==> config.mk <==
export PLATFORM = sky130hd
export DESIGN_NAME = word_access_seq
export DESIGN_NICKNAME = d
export VERILOG_FILES = /design/src/rtl/wsq_pkg.sv /design/src/rtl/wsq_lane_plan.sv /design/src/rtl/wsq_read_merge.sv /design/src/rtl/word_access_seq.sv
export SDC_FILE = /design/constraint.sdc
export NUM_CORES = 1
export LEC_CHECK = 0
export ABC_AREA = 1
export ABC_CLOCK_PERIOD_IN_PS = 1400
export BUFFER_PORTS_ARGS = -buffer_cell sky130_fd_sc_hd__clkbuf_2
export CAP_MARGIN = 0
export CORE_MARGIN = 4
export CORE_UTILIZATION = 46
export DETAILED_ROUTE_END_ITERATION = 8
export GPL_ROUTABILITY_DRIVEN = 0
export GPL_TIMING_DRIVEN = 0
export PLACE_DENSITY_LB_ADDON = 0.25
export SLEW_MARGIN = 20
export SYNTH_ARGS = -nofsm -noshare
export SYNTH_HDL_FRONTEND = slang
export SYNTH_SLANG_ARGS = --single-unit
==> constraint.sdc <==
create_clock -name clk -period 1.4 [get_ports clk]
set_input_delay 0.07 -clock clk [delete_from_list [all_inputs] [get_ports clk]]
set_output_delay 0.07 -clock clk [all_outputs]
set_load 0.005 [all_outputs]
==> src/rtl/wsq_pkg.sv <==
package wsq_pkg;
  typedef enum logic [1:0] {
    PH_IDLE   = 2'd0,
    PH_FIRST  = 2'd1,
    PH_SECOND = 2'd2
  } phase_t;
endpackage

==> src/rtl/wsq_lane_plan.sv <==
module wsq_lane_plan #(
  parameter int ADDR_W = 20,
  parameter int LANE_W = 8
) (
  input  logic                  word_i,
  input  logic [ADDR_W-1:0]     addr_i,
  input  logic [2*LANE_W-1:0]   wdata_i,
  input  logic                  second_i,
  output logic                  split_o,
  output logic [ADDR_W-1:0]     addr_o,
  output logic                  hi_en_o,
  output logic [2*LANE_W-1:0]   wdata_o
);
  localparam logic [LANE_W-1:0] ZERO_LANE = '0;

  logic [LANE_W-1:0] lo_src, hi_src;
  assign lo_src  = wdata_i[LANE_W-1:0];
  assign hi_src  = wdata_i[2*LANE_W-1:LANE_W];
  assign split_o = word_i & addr_i[0];

  // The second cycle always falls on an even address and the low lane.
  assign addr_o  = second_i ? addr_i + ADDR_W'(1) : addr_i;
  assign hi_en_o = second_i ? 1'b0 : (word_i | addr_i[0]);

  always_comb begin
    if (!word_i)
      wdata_o = addr_i[0] ? {lo_src, ZERO_LANE} : {ZERO_LANE, lo_src};
    else if (!split_o)
      wdata_o = wdata_i;
    else if (second_i)
      wdata_o = {ZERO_LANE, hi_src};
    else
      wdata_o = {lo_src, ZERO_LANE};
  end
endmodule

==> src/rtl/wsq_read_merge.sv <==
module wsq_read_merge #(
  parameter int LANE_W = 8
) (
  input  logic                  clk,
  input  logic                  rst_n,
  input  logic                  keep_first_i,
  input  logic                  finish_i,
  input  logic                  word_i,
  input  logic                  split_i,
  input  logic                  odd_i,
  input  logic [2*LANE_W-1:0]   bus_rdata_i,
  output logic                  rd_valid_o,
  output logic [2*LANE_W-1:0]   rd_data_o
);
  localparam logic [LANE_W-1:0] ZERO_LANE = '0;

  logic [LANE_W-1:0] held_q;
  logic [LANE_W-1:0] lane_lo, lane_hi;
  assign lane_lo = bus_rdata_i[LANE_W-1:0];
  assign lane_hi = bus_rdata_i[2*LANE_W-1:LANE_W];

  always_ff @(posedge clk or negedge rst_n) begin
    if (!rst_n) begin
      held_q     <= '0;
      rd_valid_o <= 1'b0;
      rd_data_o  <= '0;
    end else begin
      rd_valid_o <= finish_i;
      if (keep_first_i)
        held_q <= lane_hi;
      if (finish_i) begin
        if (split_i)
          rd_data_o <= {lane_lo, held_q};
        else if (word_i)
          rd_data_o <= bus_rdata_i;
        else if (odd_i)
          rd_data_o <= {ZERO_LANE, lane_hi};
        else
          rd_data_o <= {ZERO_LANE, lane_lo};
      end
    end
  end
endmodule

==> src/rtl/word_access_seq.sv <==
module word_access_seq #(
  parameter int ADDR_W = 20,
  parameter int LANE_W = 8
) (
  input  logic                  clk,
  input  logic                  rst_n,
  input  logic                  req_valid,
  output logic                  req_ready,
  input  logic                  req_write,
  input  logic                  req_word,
  input  logic [ADDR_W-1:0]     req_addr,
  input  logic [2*LANE_W-1:0]   req_wdata,
  output logic                  rd_valid,
  output logic [2*LANE_W-1:0]   rd_data,
  output logic                  bus_req,
  output logic                  bus_we,
  output logic [ADDR_W-1:0]     bus_addr,
  output logic                  bus_hi_en,
  output logic [2*LANE_W-1:0]   bus_wdata,
  input  logic [2*LANE_W-1:0]   bus_rdata,
  input  logic                  bus_ack
);
  import wsq_pkg::*;
  localparam int DATA_W = 2 * LANE_W;

  phase_t             phase_q;
  logic               wr_q, word_q;
  logic [ADDR_W-1:0]  addr_q;
  logic [DATA_W-1:0]  wdata_q;
  logic               split_w;
  logic               take, last_ack;

  assign req_ready = (phase_q == PH_IDLE);
  assign take      = req_valid & req_ready;
  assign bus_req   = (phase_q != PH_IDLE);
  assign bus_we    = bus_req & wr_q;
  assign last_ack  = bus_ack & ((phase_q == PH_SECOND) |
                                ((phase_q == PH_FIRST) & ~split_w));

  always_ff @(posedge clk or negedge rst_n) begin
    if (!rst_n) begin
      phase_q <= PH_IDLE;
      wr_q    <= 1'b0;
      word_q  <= 1'b0;
      addr_q  <= '0;
      wdata_q <= '0;
    end else begin
      unique case (phase_q)
        PH_IDLE: if (take) begin
          phase_q <= PH_FIRST;
          wr_q    <= req_write;
          word_q  <= req_word;
          addr_q  <= req_addr;
          wdata_q <= req_wdata;
        end
        PH_FIRST:  if (bus_ack) phase_q <= split_w ? PH_SECOND : PH_IDLE;
        PH_SECOND: if (bus_ack) phase_q <= PH_IDLE;
        default:   phase_q <= PH_IDLE;
      endcase
    end
  end

  wsq_lane_plan #(.ADDR_W(ADDR_W), .LANE_W(LANE_W)) u_plan (
    .word_i   (word_q),
    .addr_i   (addr_q),
    .wdata_i  (wdata_q),
    .second_i (phase_q == PH_SECOND),
    .split_o  (split_w),
    .addr_o   (bus_addr),
    .hi_en_o  (bus_hi_en),
    .wdata_o  (bus_wdata)
  );

  wsq_read_merge #(.LANE_W(LANE_W)) u_merge (
    .clk          (clk),
    .rst_n        (rst_n),
    .keep_first_i (bus_ack & ~wr_q & split_w & (phase_q == PH_FIRST)),
    .finish_i     (last_ack & ~wr_q),
    .word_i       (word_q),
    .split_i      (split_w),
    .odd_i        (addr_q[0]),
    .bus_rdata_i  (bus_rdata),
    .rd_valid_o   (rd_valid),
    .rd_data_o    (rd_data)
  );
endmodule

==> impl_metrics.env <==
export IMPL_status="complete, but fails checks"
export IMPL_violations="setup timing"
export IMPL_worst_pin_slew_ns=0.459
export IMPL_grt_antenna_before_repair=0
export IMPL_tns_ns=-14.00
export IMPL_diodes=0
export IMPL_async_reset_ff_frac=1.00
export IMPL_post_drt_via_cell_ratio=4.98
export IMPL_layout_setup_ws_ns=-0.408
export IMPL_clk_latency_ns=0.34
export IMPL_finalPower_uw=10900
export IMPL_htree_levels=3
export IMPL_grt_util_met3=0.0450
export IMPL_ys_types=31
export IMPL_die_area_um2=9090
export IMPL_cap_viol_max_count=0
export IMPL_yosys_warnings=0
export IMPL_grt_pass1_vias=3520
export IMPL_fmax_ghz=0.553
export IMPL_synth_main_ff_cell="dfrtp_1"
export IMPL_fin_crit_sh=1.29
export IMPL_dp_slack_ns=-0.304
export IMPL_yosysSeqAreaShare=0.463
export IMPL_wl_per_cell_um=14.7
export IMPL_rsz0062_at_grt="true"
export IMPL_final_common_cell="clkbuf_2"
export IMPL_synth_top_cell_by_area="dfrtp_1"
export IMPL_finClkSkew_ns=0.00789
export IMPL_areaGrowthSynthToFinish_pct=51.6
export IMPL_grt_pass1_wl_um=16200
export IMPL_netlist_top_cells_area="dfrtp_1 46%, nand2_1 7.8%, inv_1 6.8%"
export IMPL_seq_area_um2=1630
export IMPL_dp_hpwl_um=6720
export IMPL_ant_nets=0
export IMPL_drt_first_pass_iters=5
export IMPL_crit_chain="ha_2 > nand3_2 > nor2_4 > buf_6 > nand4_1 > xnor2_1 > buf_2"
export IMPL_grt_max_degree=39
export IMPL_drv_slew=0
export IMPL_ioPinCount=115
export IMPL_syn_nets=465
export IMPL_cts_tree="built"
export IMPL_powerDensity_nw_per_um2=2050
export IMPL_cp_start_kind="register"
export IMPL_clockBufferDepth=2
export IMPL_io_buffer_count=114
export IMPL_routed_wl_um=10300
export IMPL_synth_edff_count=0
export IMPL_setup_viol=92
export IMPL_path_delay_family="simple AND/OR/NAND/NOR gates"
export IMPL_leakagePower_uw=0.00269
export IMPL_synth_cells=406
export IMPL_ir_worst_vdd_v=0.00102
export IMPL_crit_type="reg2out"
export IMPL_track_usage=0.232
export IMPL_cp_end_kind="output pin"
export IMPL_drc=0
export IMPL_drive_gt1_frac=0.394
export IMPL_cp_data_required_time_ns=1.33
export IMPL_rows=31
export IMPL_syn_area_um2=3510
export IMPL_fin_crit_ns=1.81
export IMPL_cts_buffers=9
export IMPL_fillers=554
export IMPL_cts_root_buf="clkbuf_8"
export IMPL_worstPathArrival_ns=1.74
export IMPL_clkTransAtPathRegs_ns=0.07
export IMPL_gr_usage_met2=0.399
export IMPL_hold_violations=0
export IMPL_worst_path_buf_inv=2
export IMPL_chipWidth_um=95.4
export IMPL_cts_sinks=65
export IMPL_hp_class="in2reg"
export IMPL_use_met1=0.286
export IMPL_multi_input_area_um2=1700
export IMPL_vias=3491
export IMPL_overflow=0
export IMPL_netlist_area_leader_share=0.463
export IMPL_first_iter_violations=105
export IMPL_synth_avg_cell_area_um2=8.65
export IMPL_final_util=0.726
export IMPL_synth_seq_cells=65
export IMPL_final_nets=656
export IMPL_grt_busiest_layer="met2"
export IMPL_core_um2=7330
export IMPL_relSlewSlack=0.694
export IMPL_die_y_um=95.4
export IMPL_max_stage_delay_ns=0.37
export IMPL_slowest_stage="dfrtp_1"
export IMPL_initial_utilization=0.479
export IMPL_cp_max_fo=4
export IMPL_most_common_layout_cells="109 x clkbuf_2, 71 x nand2_1, 63 x inv_1"
==> registers in the layout, summed over array words and instances, names as in the netlist <==
register / flops
addr_q: 20
phase_q: 2
u_merge.held_q: 8
u_merge.rd_data_o: 16
u_merge.rd_valid_o: 1
wdata_q: 16
word_q: 1
wr_q: 1
==> per-stage QoR <==
| step | cells | area, µm² | hold WS (ns) |
|---|---|---|---|
| global route | 701 | 5320 | 0.0172 |
| floorplan | 406 | 3510 | -0.226 |
| CTS | 698 | 5220 | 0.000950 |
| detailed placement | 620 | 4230 | 0.0551 |
| global placement | 619 | 4210 | 0.301 |
| finish | 701 | 5320 | 0.00674 |
==> logic make-up after synthesis <==
group           count (synthesis)  synth area share
flops                          65             0.463
mux                            15            0.0599
xor+xnor                       14            0.0349
compound gates                 85             0.151
buf+inv                        81             0.108
simple gates                  145             0.180
fa+ha+maj                       1           0.00356
==> area by class of cell <==
cell class	count	share of cell area
Clock inverter	4	0.00940
Multi-Input combinational cell	260	0.319
Tap cell	99	0.0233
Buffer	14	0.0273
Inverter	67	0.0491
Clock buffer	12	0.0310
Sequential cell	65	0.307
Timing Repair Buffer	180	0.234
==> metal layers <==
metal	vias up	part of all wire
li1	1693	-
met1	1633	0.40
met2	145	0.51
met3	20	0.064
met4	0	0.024
met5	-	0
==> cells in the mapped netlist, types with 4 or more instances <==
| library cell | count |
|---|---|
| nand2_1 | 73 |
| dfrtp_1 | 65 |
| inv_1 | 64 |
| nor2_1 | 44 |
| o22ai_1 | 25 |
| a21oi_1 | 24 |
| o21ai_1 | 14 |
| mux2_4 | 11 |
| o21ai_2 | 11 |
| nand3_1 | 10 |
| xnor2_1 | 10 |
| buf_6 | 9 |
| o211ai_1 | 8 |
| nand2_2 | 5 |
| mux2_2 | 4 |
| xor2_1 | 4 |
==> worst min-delay path, cell delays in order <==
cell and delay (ns):
clkbuf_2 0.07, nor2_1 0.05, a21oi_1 0.10
==> worst paths after layout <==
check | start | endpoint | slack [ns] | cells past startpoint
worst max-delay path | addr_q[0] | bus_addr[16] | -0.41 | 7
worst min register to register | u_merge.held_q[0] | u_merge.held_q[0] | 0.48 | 2
max in group asynchronous | rst_n | word_q | 0.62 | 3
min in group asynchronous | rst_n | u_merge.rd_data_o[5] | 0.22 | 2
worst max register to register | phase_q[0] | addr_q[7] | -0.14 | 5
worst min-delay path | req_addr[0] | addr_q[0] | 0.007 | 3
==> timing repair <==
action / CTS / global route
cloned: 2 / 1
endpoints found under the hold margin: 73 / 0
buffers inserted: 14 / 2
setup endpoints to repair: 86 / 98
pin swaps: 4 / 2
hold buffers: 46 / 0
resized for setup: 44 / 20
==> where the power goes <==
group | total [µW] | switching [µW] | internal (µW)
Clock | 1720 | 755 | 966
Combinational | 5740 | 3040 | 2700
Sequential | 3460 | 679 | 2780
Total | 10900 | 4470 | 6450
(Power assumes the default switching activity.)
